`src/rtl/dsr_pkg.sv`:
```
// Package: shared defaults for the comma-aligned deserializer.
// Assumes: bit 0 of every pattern/word is the first bit received.
package dsr_pkg;
    localparam int unsigned CHAR_W_DEF  = 10;
    localparam int unsigned PFX_W_DEF   = 7;
    // Arrival order 0,0,1,1,1,1,1 -> vector with bit 0 first
    localparam logic [PFX_W_DEF-1:0] PFX_PAT_DEF = 7'b1111100;
endpackage

```
`src/rtl/dsr_window.sv`:
```
// Module: dsr_window
// Sliding window of the most recent DEPTH serial bits. The newest bit enters
// at the top and the oldest sits at bit 0. The next-state window is exported
// so that decisions and captures see the bit arriving at this edge.
// Assumes: one valid bit per clock.
module dsr_window #(
    parameter int unsigned DEPTH = 17
) (
    input  logic             clk,
    input  logic             rst_n,
    input  logic             ser_in,
    output logic [DEPTH-1:0] win_next
);
    logic [DEPTH-1:0] win_q;

    // next window: shift toward bit 0, new bit at the top
    assign win_next = {ser_in, win_q[DEPTH-1:1]};

    // hold the window
    always_ff @(posedge clk) begin
        if (!rst_n) win_q <= '0;
        else        win_q <= win_next;
    end
endmodule

```
`src/rtl/dsr_comma_det.sv`:
```
// Module: dsr_comma_det
// Compares the look-ahead slice of the window with the comma prefix and
// raises hit when it matches, hunting is enabled and the line is alive.
// Assumes: look[0] is the oldest bit of the slice.
module dsr_comma_det #(
    parameter int unsigned       PFX_W   = 7,
    parameter logic [PFX_W-1:0]  PFX_PAT = 7'b1111100
) (
    input  logic [PFX_W-1:0] look,
    input  logic             align_en,
    input  logic             los,
    output logic             hit
);
    logic [PFX_W-1:0] bit_eq;

    // per-bit equality against the prefix
    for (genvar g = 0; g < PFX_W; g++) begin : g_cmp
        assign bit_eq[g] = (look[g] == PFX_PAT[g]);
    end

    // qualified match
    assign hit = align_en & ~los & (&bit_eq);
endmodule

```
`src/rtl/dsr_framer.sv`:
```
// Module: dsr_framer
// Bit counter that marks character ends. A comma hit restarts the count, so
// the next end falls exactly one character after the hit. Any pending end is
// cancelled, which only ever lengthens the running period. Also carries the
// comma marker to the strobe of the word that holds the comma.
// Assumes: CHAR_W >= PFX_W; hit is already qualified.
module dsr_framer #(
    parameter int unsigned CHAR_W = 10,
    parameter int unsigned PFX_W  = 7
) (
    input  logic clk,
    input  logic rst_n,
    input  logic hit,
    input  logic los,
    output logic word_end,
    output logic stb_q,
    output logic flag_q
);
    localparam int unsigned CW      = $clog2(CHAR_W);
    localparam logic [CW-1:0] LAST  = CW'(CHAR_W - 1);
    // reset phase chosen so the first full word starts at the first bit
    localparam logic [CW-1:0] CNT_RST = CW'(CHAR_W - PFX_W);

    logic [CW-1:0] cnt;
    logic          pend;

    assign word_end = (cnt == LAST);

    // bit position within the current character
    always_ff @(posedge clk) begin
        if (!rst_n)                cnt <= CNT_RST;
        else if (hit || word_end)  cnt <= '0;
        else                       cnt <= cnt + CW'(1);
    end

    // remember that the word now being assembled starts with a comma
    always_ff @(posedge clk) begin
        if (!rst_n)        pend <= 1'b0;
        else if (hit)      pend <= 1'b1;
        else if (word_end) pend <= 1'b0;
    end

    // registered byte enable and comma flag
    always_ff @(posedge clk) begin
        if (!rst_n) begin
            stb_q  <= 1'b0;
            flag_q <= 1'b0;
        end else begin
            stb_q  <= word_end;
            flag_q <= word_end & pend & ~los;
        end
    end
endmodule

```
`src/rtl/comma_deser.sv`:
```
// Module: comma_deser (top)
// Serial-to-parallel converter with comma byte synchronisation. The window
// holds one character plus a comma-prefix look-ahead. The detector finds the
// prefix in the look-ahead, and the framer schedules the capture of the
// lower CHAR_W bits.
// Assumes: ser_in is retimed to clk; commas never in consecutive characters.
module comma_deser
    import dsr_pkg::*;
#(
    parameter int unsigned            CHAR_W  = CHAR_W_DEF,
    parameter int unsigned            PFX_W   = PFX_W_DEF,
    parameter logic [PFX_W_DEF-1:0]   PFX_PAT = PFX_PAT_DEF
) (
    input  logic              clk,
    input  logic              rst_n,
    input  logic              ser_in,
    input  logic              align_en,
    input  logic              los,
    output logic [CHAR_W-1:0] data_out,
    output logic              byte_stb,
    output logic              comma_flag
);
    localparam int unsigned DEPTH = CHAR_W + PFX_W;

    logic [DEPTH-1:0] win_next;
    logic             hit;
    logic             word_end;

    dsr_window #(.DEPTH(DEPTH)) u_win (
        .clk      (clk),
        .rst_n    (rst_n),
        .ser_in   (ser_in),
        .win_next (win_next)
    );

    dsr_comma_det #(.PFX_W(PFX_W), .PFX_PAT(PFX_PAT[PFX_W-1:0])) u_det (
        .look     (win_next[CHAR_W +: PFX_W]),
        .align_en (align_en),
        .los      (los),
        .hit      (hit)
    );

    dsr_framer #(.CHAR_W(CHAR_W), .PFX_W(PFX_W)) u_frm (
        .clk      (clk),
        .rst_n    (rst_n),
        .hit      (hit),
        .los      (los),
        .word_end (word_end),
        .stb_q    (byte_stb),
        .flag_q   (comma_flag)
    );

    // parallel output: all ones on loss of signal, else capture at word end
    always_ff @(posedge clk) begin
        if (!rst_n)        data_out <= '0;
        else if (los)      data_out <= '1;
        else if (word_end) data_out <= win_next[CHAR_W-1:0];
    end
endmodule

```
`config.mk`:
```
export PLATFORM = sky130hd
export DESIGN_NAME = comma_deser
export DESIGN_NICKNAME = d
export VERILOG_FILES = /design/src/rtl/dsr_pkg.sv /design/src/rtl/dsr_window.sv /design/src/rtl/dsr_comma_det.sv /design/src/rtl/dsr_framer.sv /design/src/rtl/comma_deser.sv
export SDC_FILE = /design/constraint.sdc
export NUM_CORES = 1
export LEC_CHECK = 0
export ABC_AREA = 1
export CORE_ASPECT_RATIO = 0.8
export CORE_MARGIN = 8
export CORE_UTILIZATION = 30
export DETAILED_ROUTE_END_ITERATION = 8
export SETUP_SLACK_MARGIN = 0.5
export SLEW_MARGIN = 15
export SYNTH_ARGS = -nofsm -noshare
export SYNTH_HDL_FRONTEND = slang
export SYNTH_SLANG_ARGS = --single-unit
```
`constraint.sdc`:
```
create_clock -name clk -period 0.95 [get_ports clk]
set_input_delay 0.19 -clock clk [delete_from_list [all_inputs] [get_ports clk]]
set_output_delay 0.19 -clock clk [all_outputs]
set_load 0.02 [all_outputs]
```
# Yosys cells after proc, flatten, opt, wreduce, memory -nomap -nowiden
# Index checks and enable logic that the tools add are counted.
# word_totals
ff_bits	34
output_inout_bits	12
word_cells	27
# classes
addsub	1
n_eq_ne	1
muxes	5
n_bitwise	8
n_reduce_logical	5
# ops
cell	n
10-bit two-way mux	2
7-bit AND reduction	1
4-bit by 1-bit adder with 4-bit output (second input constant)	1
1-bit AND	4
4-bit == test (second input constant)	1
1-bit inverter	4
2-bit nonzero test	2
1-bit two-way mux	2
2-bit two-way mux	1
2-bit OR reduction	1
1-bit logical OR	1

# Logic depth before layout (Yosys ltp)
# Gate-level depths: netlist of run 1.
# depth
word_depth	5
mapped_depth	6
ltp_nobuf	6

# Cells and area by module
# A second synthesis of run 1 with hierarchy kept.
# hier_totals
hier_cells	137
area_unflattened_um2	1209.9
# modules_own_cells
module	n_inst	cells_per_inst	area_each_um2	seq_area_each_um2
dsr_window	1	51	491.7	320.3
comma_deser	1	44	371.6	200.2
dsr_framer	1	33	302.8	140.1
dsr_comma_det	1	9	43.8	0.0

# Worst setup path after synthesis of run 1
# No wires, ideal clock.
# synth_timing
path_kind	flip-flop to flip-flop
startpoint	register u_frm.cnt[1]
endpoint	register data_out[3]
setup_ns	0.070
arrival_ns	1.000
setup_slack_ns	-0.121
path_stages_with_launch	7
n_path_buf	1
path_cell_list	dfxtp_1 inv_1 ha_1 nand3_4 buf_12 nand3_1 a21oi_1
# synth_between
elab_chain_len	2
# synth_lines
item	line_no	text
from (decl)	dsr_framer.sv:24	logic [CW-1:0] cnt;
from (signal assigned)	dsr_framer.sv:33	else cnt <= cnt + CW'(1);
4-bit == test	dsr_framer.sv:27	assign word_end = (cnt == LAST);
2-bit nonzero test (no line)	n/a	
to (signal assigned)	comma_deser.sv:57	else if (word_end) data_out <= win_next[CHAR_W-1:0];
to (decl)	comma_deser.sv:19	output logic [CHAR_W-1:0] data_out,
# No other way between the ends.
# A chain may end at the register's enable or synchronous reset.

# Final worst setup path of run 1
# Same ends and word-level chain as after synthesis.

==> out/qor.yml, run 1 <==
placement:
  gp_congestion: 0.692
  place_hpwl_um: 1650
  place_inst: 199
  io_buffers: 16
  place_area_um2: 1510
  pre_cts_ws_ns: -0.353
clock_tree:
  clock-sinks: 33
  numCtsBuffers: 5
  h-tree-depth: 2
  cts_tree: "built"
  root_buffer: "clkbuf_8"
  clk_pin_slew_ns: 0.06
  clock_latency_ns: 0.28
  clockBufferDepth: 2
  holdBufCountCts: 0
logic_synthesis:
  postSynthAreaPerCell_um2: 8.76
  syn_nets: 140
  yosysUniqueCellTypes: 19
  synth_area_um2: 1160
  yosysSeqAreaShare: 0.567
  yosys_warnings: 0
  synth_cells: 133
  ys_ff_latch: 33
hold_path:
  min_path_type: "input port to flip-flop"
  hold_start: "ser_in"
sta:
  hold_viol_final: 0
  post-route-period-util: 1.10
  skew_ns: 0.00461
  fmaxAchievable_mhz: 954
  period_minus_slack_ns: 1.05
  finalMaxSlewViolations: 0
  slew_headroom: 0.856
  setup_violations: 16
  setup_ws_ns: -0.0986
  worst_pin_slew_ns: 0.216
  rsz0062_at_grt: "yes"
critical_path:
  critPathRequiredTime_ns: 1.15
  startpoint: "u_frm.cnt[1]$_SDFF_PN1_"
  path_max_fanout: 11
  cp_slowest_cell: "dfxtp_2"
  cp_top_family: "flip-flops"
  path_class: "flip-flop to flip-flop"
  start_kind: "flip-flop"
  worstSetupEndpointType: "flip-flop"
  worst-endpoint-arrival_ns: 1.25
  reg2reg_from: "u_frm.cnt[1]$_SDFF_PN1_"
  timing.critical_path.buf_inv: 2
  max_stage_delay_ns: 0.33
  critical_path.cell_chain: "inv_2 > ha_4 > nand3_4 > buf_8 > nand3_1 > a21oi_1"
die:
  start_util: 0.310
  fp.dieH_um: 71.7
  coreArea_um2: 3750
  dieArea_um2: 6150
  die_w_um: 85.7
  io_pins: 17
  rows: 20
drt:
  ant_nets: 0
  drc_errors: 0
  wirelength_um: 2370
  first_pass_iters: 4
  drtIter0Drc: 28
  num_vias: 900
  viasPerCell: 4.31
  avgRoutedWirePerCell_um: 11.3
global_route:
  antenna_found_initial: 0
  grt_pass1_wl_um: 3970
  grt_start_max_net_pins: 12
  grt_overflow_total: 0
  grtUsageTotal: 0.0874
  grt_pass1_vias: 892
finish:
  layout.nets: 171
  instances_no_fill: 209
  num_antenna_cells: 0
  final_cell_mix: "dfxtp_2 (17), nand2_1 (15), inv_1 (14), buf_6 (13)"
  design_area_um2: 1680
  final_common_cell: "dfxtp_2"
  drive_gt1_frac: 0.509
  fillers: 375
  syn_to_final_growth_pct: 44.6
power:
  pwr_density_cell_nw_per_um2: 1840
  total_power_mw: 3.09
  p_leak_nw: 0.784
  ir_drop_mv: 0.655
job:
  max_cap_viol_count: 0
run_status:
  violations: "negative setup slack"
  status: "finished with violations"
[stage by stage]
stage | TNS [ns] | util | hold slack (ns)
final | -1.34 | 0.449 | 0.253
after CTS | -1.40 | 0.442 | 0.238
after detailed placement | -10.20 | 0.402 | 0.421
after floorplan | -0.466 | - | 0.288
after global routing | -2.65 | 0.449 | 0.251
after global placement | -9.73 | 0.402 | 0.410
[flip-flops by register name, summed over array words and instances, names as in the netlist]
name / count
data_out: 10
u_frm.cnt: 4
u_frm.flag_q: 1
u_frm.pend: 1
u_frm.stb_q: 1
u_win.win_q: 16
[worst register-to-register path: cells and delay by family (launching register included)]
kind | cells | cell delay [ns]
simple gates | 2 | 0.18
compound gates | 1 | 0.12
buf+inv | 2 | 0.19
flops | 1 | 0.33
fa+ha+maj | 1 | 0.15
[kinds of logic after synthesis]
logic type / share of synthesized area
XOR/XNOR: 0.0150
flip-flops: 0.567
AO/OA/AOI/OAI: 0.0902
AND/OR/NAND/NOR: 0.190
buffers and inverters: 0.116
adder cells (fa/ha/maj): 0.0215
[routing by layer]
layer / global-route usage / wire [µm] / vias up
met5: 0 / 0 / -
met3: 0.0434 / 144 / 4
met2: 0.143 / 1170 / 16
li1: - / - / 477
met1: 0.0839 / 1010 / 403
met4: 0.0640 / 42 / 0
[power by group]
group,switching [mW],internal (mW),total [mW]
Sequential,0.0418,1.43,1.47
Clock,0.467,0.773,1.24
Combinational,0.187,0.191,0.378
Total,0.696,2.40,3.09
[timing repair]
action / 4_1_cts / 5_1_grt
buffers inserted: 0 / 0
pin swaps: 7 / 2
setup endpoints to repair: 45 / 44
cloned: 2 / 0
gates resized for setup: 97 / 14
[final timing paths]
kind / end / slack (ns) / depth (start not counted)
setup reg to reg: data_out[3]$_SDFFE_PN0P_ / -0.1 / 6
hold / removal: u_win.win_q[16]$_SDFF_PN0_ / 0.25 / 3
setup / recovery: data_out[3]$_SDFFE_PN0P_ / -0.1 / 6
hold reg to reg: u_win.win_q[10]$_SDFF_PN0_ / 0.42 / 2
[final cells by class]
class	instances	area, µm²	area share
Multi-Input combinational cell	73	425	0.253
Clock buffer	6	72.6	0.0431
Inverter	22	82.6	0.0490
Tap cell	44	55.1	0.0327
Sequential cell	33	727	0.432
Clock inverter	2	33.8	0.0201
Timing Repair Buffer	29	288	0.171
[cell usage after synthesis]
cell,instances,share of area
dfxtp_1,33,0.57
nand2_1,23,0.074
inv_1,21,0.068
nand3_1,13,0.056
a21oi_1,11,0.047
o21ai_0,9,0.039
nor2_1,7,0.023
buf_2,3,0.013
ha_1,2,0.021
nand3b_1,2,0.013
buf_12,1,0.017
clkbuf_1,1,0.0032
clkbuf_8,1,0.012
inv_2,1,0.0032
nand2_4,1,0.0097
nand3_4,1,0.015
o21ai_1,1,0.0043
xnor2_1,1,0.0075
xor2_1,1,0.0075
Power figures use the tool's default switching activity.
==> run 2, diff against run 1 <==
--- a/config.mk
+++ b/config.mk
@@ -10,6 +10,7 @@
 export CORE_MARGIN = 8
 export CORE_UTILIZATION = 30
 export DETAILED_ROUTE_END_ITERATION = 8
+export MAX_ROUTING_LAYER = met4
 export SETUP_SLACK_MARGIN = 0.5
 export SLEW_MARGIN = 15
 export SYNTH_ARGS = -nofsm -noshare
==> constraint.sdc (replaced) <==
create_clock -name clk -period 0.95 [get_ports clk]
set_input_delay 0.19 -clock clk [delete_from_list [all_inputs] [get_ports clk]]
set_output_delay 0.19 -clock clk [all_outputs]
set_load 0.1 [all_outputs]
==> run 2 against run 1 <==
  * The flow still finishes with violations (negative setup slack)
  * Fmax fell by 1.9%
  * Hold slack got worse by 0.0092 ns
  * First-iteration DRC count rose by 14%
  * Setup slack got worse by 0.020 ns
  * Total power grew 3.9%
  * Critical path depth unchanged
  * Sequential power is essentially flat
  * Register-to-register slack got worse by 0.02 ns
  * Clock-buffer cell count grew 2
  * Clock skew grew 0.0018 ns
  * Final area grew 17%
  * Critical path type unchanged
  * Largest cell class unchanged
  * Highest routed layer unchanged
==> out/qor.yml, run 2 (synthesis gave the netlist of run 1 again) <==
sta:
  whs_ns: 0.244
  hold_viol_final: 0
  fmaxAchievable_mhz: 936
  skew_ns: 0.00645
  post-route-period-util: 1.12
  worst_pin_slew_ns: 0.233
  finalMaxSlewViolations: 0
  setup_ws_ns: -0.118
  rsz0062_at_grt: "yes"
  setup_violations: 28
  period_minus_slack_ns: 1.07
  slew_headroom: 0.845
finish:
  largest_register_ffs: 16
  num_antenna_cells: 0
  syn_to_final_growth_pct: 68.9
  largest_register: "u_win.win_q"
  layout.nets: 180
  final_cell_mix: "buf_4 (17), dfxtp_2 (17), inv_1 (16), buf_12 (15), nand2_1 (14)"
  drive_gt1_frac: 0.644
  top_regs: "u_win.win_q (16), data_out (10), u_frm.cnt (4)"
critical_path:
  timing.rr.end: "data_out[9]$_SDFFE_PN0P_"
  critPathRequiredTime_ns: 1.16
  max_stage_delay_ns: 0.33
  critical_path.cell_chain: "inv_2 > ha_4 > nand3_4 > buf_12 > nand3_1 > a21oi_1"
  start_kind: "flip-flop"
  timing.critical_path.buf_inv: 2
  cp_top_family: "flip-flops"
  worstSetupEndpointType: "flip-flop"
  reg2reg_depth: 6
  cp_slowest_cell: "dfxtp_2"
  worst-endpoint-arrival_ns: 1.28
  path_class: "flip-flop to flip-flop"
  reg2reg_from: "u_frm.cnt[1]$_SDFF_PN1_"
  r2r_slack_ns: -0.12
  path_max_fanout: 6
global_route:
  grt_pass1_vias: 945
  grtUsageTotal: 0.0912
  grt_start_max_net_pins: 12
  grt_overflow_total: 0
  antenna_found_initial: 0
  grt_pass1_wl_um: 4160
drt:
  num_vias: 946
  viasPerCell: 4.34
  avgRoutedWirePerCell_um: 11.0
  drtIter0Drc: 32
  drc_errors: 0
  ant_nets: 0
  wirelength_um: 2390
  first_pass_iters: 3
run_status:
  status: "finished with violations"
  violations: "negative setup slack"
power:
  pwr_density_cell_nw_per_um2: 1630
  ir_drop_mv: 0.690
  total_power_mw: 3.21
  p_leak_nw: 0.880
clock_tree:
  clock_latency_ns: 0.29
  root_buffer: "clkbuf_8"
  numCtsBuffers: 5
  cts_tree: "built"
  clk_pin_slew_ns: 0.06
  clockBufferDepth: 2
  holdBufCountCts: 0
  clock-sinks: 33
  h-tree-depth: 2
die:
  rows: 20
  io_pins: 17
  dieArea_um2: 6150
  die_w_um: 85.7
  start_util: 0.310
  fp.dieH_um: 71.7
  coreArea_um2: 3750
hold_path:
  hold_end: "u_win.win_q[16]$_SDFF_PN0_"
  min_path_type: "input port to flip-flop"
  worstHoldPathCells: 3
  hold_start: "ser_in"
placement:
  place_hpwl_um: 1740
  io_buffers: 16
  gp_congestion: 0.697
job:
  max_cap_viol_count: 0
[run 2: cell types whose count changed in the layout (fill, tap and decap cells not counted), sizes merged]
cell    change
buf         +9
bufinv      -1
clkbuf      +2
clkinv      -1
[run 2: report_power, final]
| part | switching, mW | internal (mW) | total [mW] | leakage, nW |
|---|---|---|---|---|
| clock | 0.473 | 0.590 | 1.06 | 0.0455 |
| combinational | 0.374 | 0.291 | 0.666 | 0.550 |
| sequential | 0.0501 | 1.43 | 1.48 | 0.285 |
| total | 0.897 | 2.31 | 3.21 | 0.880 |
[run 2: metrics by stage]
stage                     setup WS [ns]  area (µm²)  instances   util  setup TNS (ns)
after floorplan                 -0.0449        1300        133      -          -0.477
after global placement           -0.308        1700        200  0.452           -7.86
after detailed placement         -0.350        1700        200  0.452           -8.38
after CTS                        -0.131        1900        217  0.506           -2.51
after global routing             -0.189        1970        218  0.524           -3.48
final                            -0.118        1970        218  0.524           -2.10
[run 2: repair_timing]
| item | in CTS | in global routing |
|---|---|---|
| gates cloned | 2 | 0 |
| pin swaps | 23 | 15 |
| resized for setup | 32 | 21 |
| endpoints found under the setup margin | 45 | 44 |
| setup buffers | 7 | 1 |
[run 2: final cells by class]
| type | instances | area, µm² |
|---|---|---|
| well taps | 44 | 55.1 |
| clock buffers | 8 | 90.1 |
| fillers | 337 | 1790 |
| multi-input cells | 73 | 534 |
| flip-flops and latches | 33 | 727 |
| repair buffers | 38 | 478 |
| inverters | 22 | 82.6 |
[run 2: worst reg2reg max path, stage by stage (launching register included)]
cell and delay [ns]:
dfxtp_2 0.33, inv_2 0.04, ha_4 0.15, nand3_4 0.13
buf_12 0.15, nand3_1 0.06, a21oi_1 0.14
[run 2: how the worst max path moves through the flow]
stage | end | cells past startpoint | slack [ns] | startpoint
6_report | data_out[9]$_SDFFE_PN0P_ | 6 | -0.12 | u_frm.cnt[1]$_SDFF_PN1_
3_5_place_dp | u_frm.cnt[0]$_SDFF_PN1_ | 6 | -0.35 | ser_in
2_1_floorplan | u_frm.cnt[0]$_SDFF_PN1_ | 6 | -0.04 | u_frm.cnt[1]$_SDFF_PN1_
3_3_place_gp | data_out[2]$_SDFFE_PN0P_ | 5 | -0.31 | los
5_1_grt | data_out[4]$_SDFFE_PN0P_ | 6 | -0.19 | u_frm.cnt[1]$_SDFF_PN1_
4_1_cts | data_out[7]$_SDFFE_PN0P_ | 6 | -0.13 | u_frm.cnt[1]$_SDFF_PN1_
[run 2: routing by layer]
metal  track usage  up-vias  routed length [µm]
met5             -        -                   0
met4        0.0872        0                  87
met3        0.0297        7                 106
met2         0.133       16                1130
met1        0.0958      431                1070
li1              -      492                   -
==> run 3, diff against run 2 <==
--- a/config.mk
+++ b/config.mk
@@ -7,7 +7,7 @@
 export LEC_CHECK = 0
 export ABC_AREA = 1
 export CORE_ASPECT_RATIO = 0.8
-export CORE_MARGIN = 8
+export CORE_MARGIN = 4
 export CORE_UTILIZATION = 30
 export DETAILED_ROUTE_END_ITERATION = 8
 export MAX_ROUTING_LAYER = met4
==> run 3 against run 2 <==
  * Non-clock buffer count is 2 higher
  * Final area decreased by 0.45%
  * Via count grew 2.1%
  * Clock power shrank 8%
  * The flow still finishes with violations (negative setup slack)
  * Die area shrank 19%
  * Wire length rose by 8.0%
  * Critical path depth is the same
  * Setup slack got worse by 0.0024 ns
==> out/qor.yml, run 3 (synthesis gave the netlist of run 1 again) <==
clock_tree:
  clock-sinks: 33
  clk_pin_slew_ns: 0.06
  h-tree-depth: 2
  root_buffer: "clkbuf_8"
  numCtsBuffers: 5
  clockBufferDepth: 2
  cts_tree: "built"
  holdBufCountCts: 0
  clock_latency_ns: 0.28
placement:
  place_area_um2: 1670
  io_buffers: 16
  pre_cts_ws_ns: -0.341
  gp_congestion: 0.862
  place_hpwl_um: 1680
critical_path:
  cp_slowest_cell: "dfxtp_2"
  path_max_fanout: 6
  critical_path.cell_chain: "inv_2 > ha_4 > nand3_4 > buf_6 > nand3_2 > a21oi_2"
  start_kind: "flip-flop"
  critPathRequiredTime_ns: 1.16
  max_stage_delay_ns: 0.34
  worstSetupEndpointType: "flip-flop"
  worst-endpoint-arrival_ns: 1.28
  path_class: "flip-flop to flip-flop"
drt:
  first_pass_iters: 2
  viasPerCell: 4.24
  num_vias: 966
  avgRoutedWirePerCell_um: 11.3
  wirelength_um: 2580
  ant_nets: 0
  drc_errors: 0
  drtIter0Drc: 35
finish:
  fillers: 310
  layout.nets: 182
  drive_gt1_frac: 0.716
  top_regs: "u_win.win_q (16), data_out (10), u_frm.cnt (4)"
  largest_register: "u_win.win_q"
  num_antenna_cells: 0
  syn_to_final_growth_pct: 68.1
  final_cell_mix: "buf_4 (19), dfxtp_2 (17), nand2_1 (12), dfxtp_4 (12), buf_12 (12)"
  largest_register_ffs: 16
  final_common_cell: "buf_4"
  design_area_um2: 1960
sta:
  worst_pin_slew_ns: 0.212
  setup_violations: 28
  rsz0062_at_grt: "yes"
  fin_setup_tns_ns: -1.92
  post-route-period-util: 1.13
  finalMaxSlewViolations: 0
  slew_headroom: 0.858
  setup_ws_ns: -0.121
  period_minus_slack_ns: 1.07
  hold_viol_final: 0
  fmaxAchievable_mhz: 934
  skew_ns: 0.00491
die:
  fp.dieH_um: 63.7
  io_pins: 17
  die_w_um: 77.7
  start_util: 0.325
  coreArea_um2: 3590
  rows: 19
  dieArea_um2: 4950
global_route:
  grt_pass1_wl_um: 4400
  grtUsageTotal: 0.116
  grt_pass1_vias: 1037
  grt_overflow_total: 0
  antenna_found_initial: 0
  grt_start_max_net_pins: 12
power:
  p_leak_nw: 0.864
  pwr_density_cell_nw_per_um2: 1600
  ir_drop_mv: 0.608
run_status:
  status: "finished with violations"
  violations: "negative setup slack"
job:
  max_cap_viol_count: 0
hold_path:
  min_path_type: "input port to flip-flop"
[run 3: worst paths after layout]
check | startpoint | to | slack, ns | depth (start not counted)
setup / recovery | u_frm.cnt[1]$_SDFF_PN1_ | data_out[9]$_SDFFE_PN0P_ | -0.12 | 6
setup reg to reg | u_frm.cnt[1]$_SDFF_PN1_ | data_out[9]$_SDFFE_PN0P_ | -0.12 | 6
hold / removal | rst_n | u_frm.cnt[2]$_SDFF_PP0_ | 0.22 | 3
hold reg to reg | u_win.win_q[6]$_SDFF_PN0_ | u_win.win_q[5]$_SDFF_PN0_ | 0.42 | 2
[run 3: final cells by class]
cell class / count / area, µm² / share of cell area
flip-flops and latches: 33 / 727 / 0.371
clock buffers: 6 / 72.6 / 0.0371
multi-input cells: 73 / 534 / 0.273
repair buffers: 40 / 467 / 0.238
well taps: 52 / 65.1 / 0.0332
clock inverters: 2 / 10.0 / 0.00511
inverters: 22 / 82.6 / 0.0422
[run 3: power by group]
| part | internal (mW) | total [mW] | switching (mW) |
|---|---|---|---|
| Combinational | 0.281 | 0.660 | 0.380 |
| Clock | 0.507 | 0.978 | 0.471 |
| Sequential | 1.43 | 1.49 | 0.0536 |
[run 3: per-layer routing]
layer  wire length, µm  vias up  share of wire  track usage
li1                  -      498              -            -
met1              1120      450           0.43        0.114
met2              1320       12           0.51        0.204
met3                87        6          0.034       0.0393
met4                55        0          0.021       0.0600
met5                 0        -              0            -
[run 3: stage by stage]
step | hold slack [ns] | util | instances | power [mW]
2_1_floorplan | 0.288 | - | 133 | 1.88
3_3_place_gp | 0.416 | 0.465 | 208 | 2.08
3_5_place_dp | 0.425 | 0.465 | 208 | 2.09
6_report | 0.219 | 0.545 | 228 | 3.12
5_1_grt | 0.217 | 0.545 | 228 | 3.28
4_1_cts | 0.210 | 0.523 | 226 | 3.12
[run 3: what timing repair did]
action / CTS / global route
cloned: 2 / 0
resized for setup: 39 / 26
endpoints found under the setup margin: 45 / 44
buffers inserted: 8 / 2
pin swaps: 23 / 13
[run 3: critical path, delay by kind of cell (launching register included)]
kind                       cells  cell delay (ns)
buffers and inverters          2             0.19
DFF                            1             0.34
AOI/OAI and AO/OA              1             0.13
and+or+nand+nor                2             0.19
adders and majority gates      1             0.15
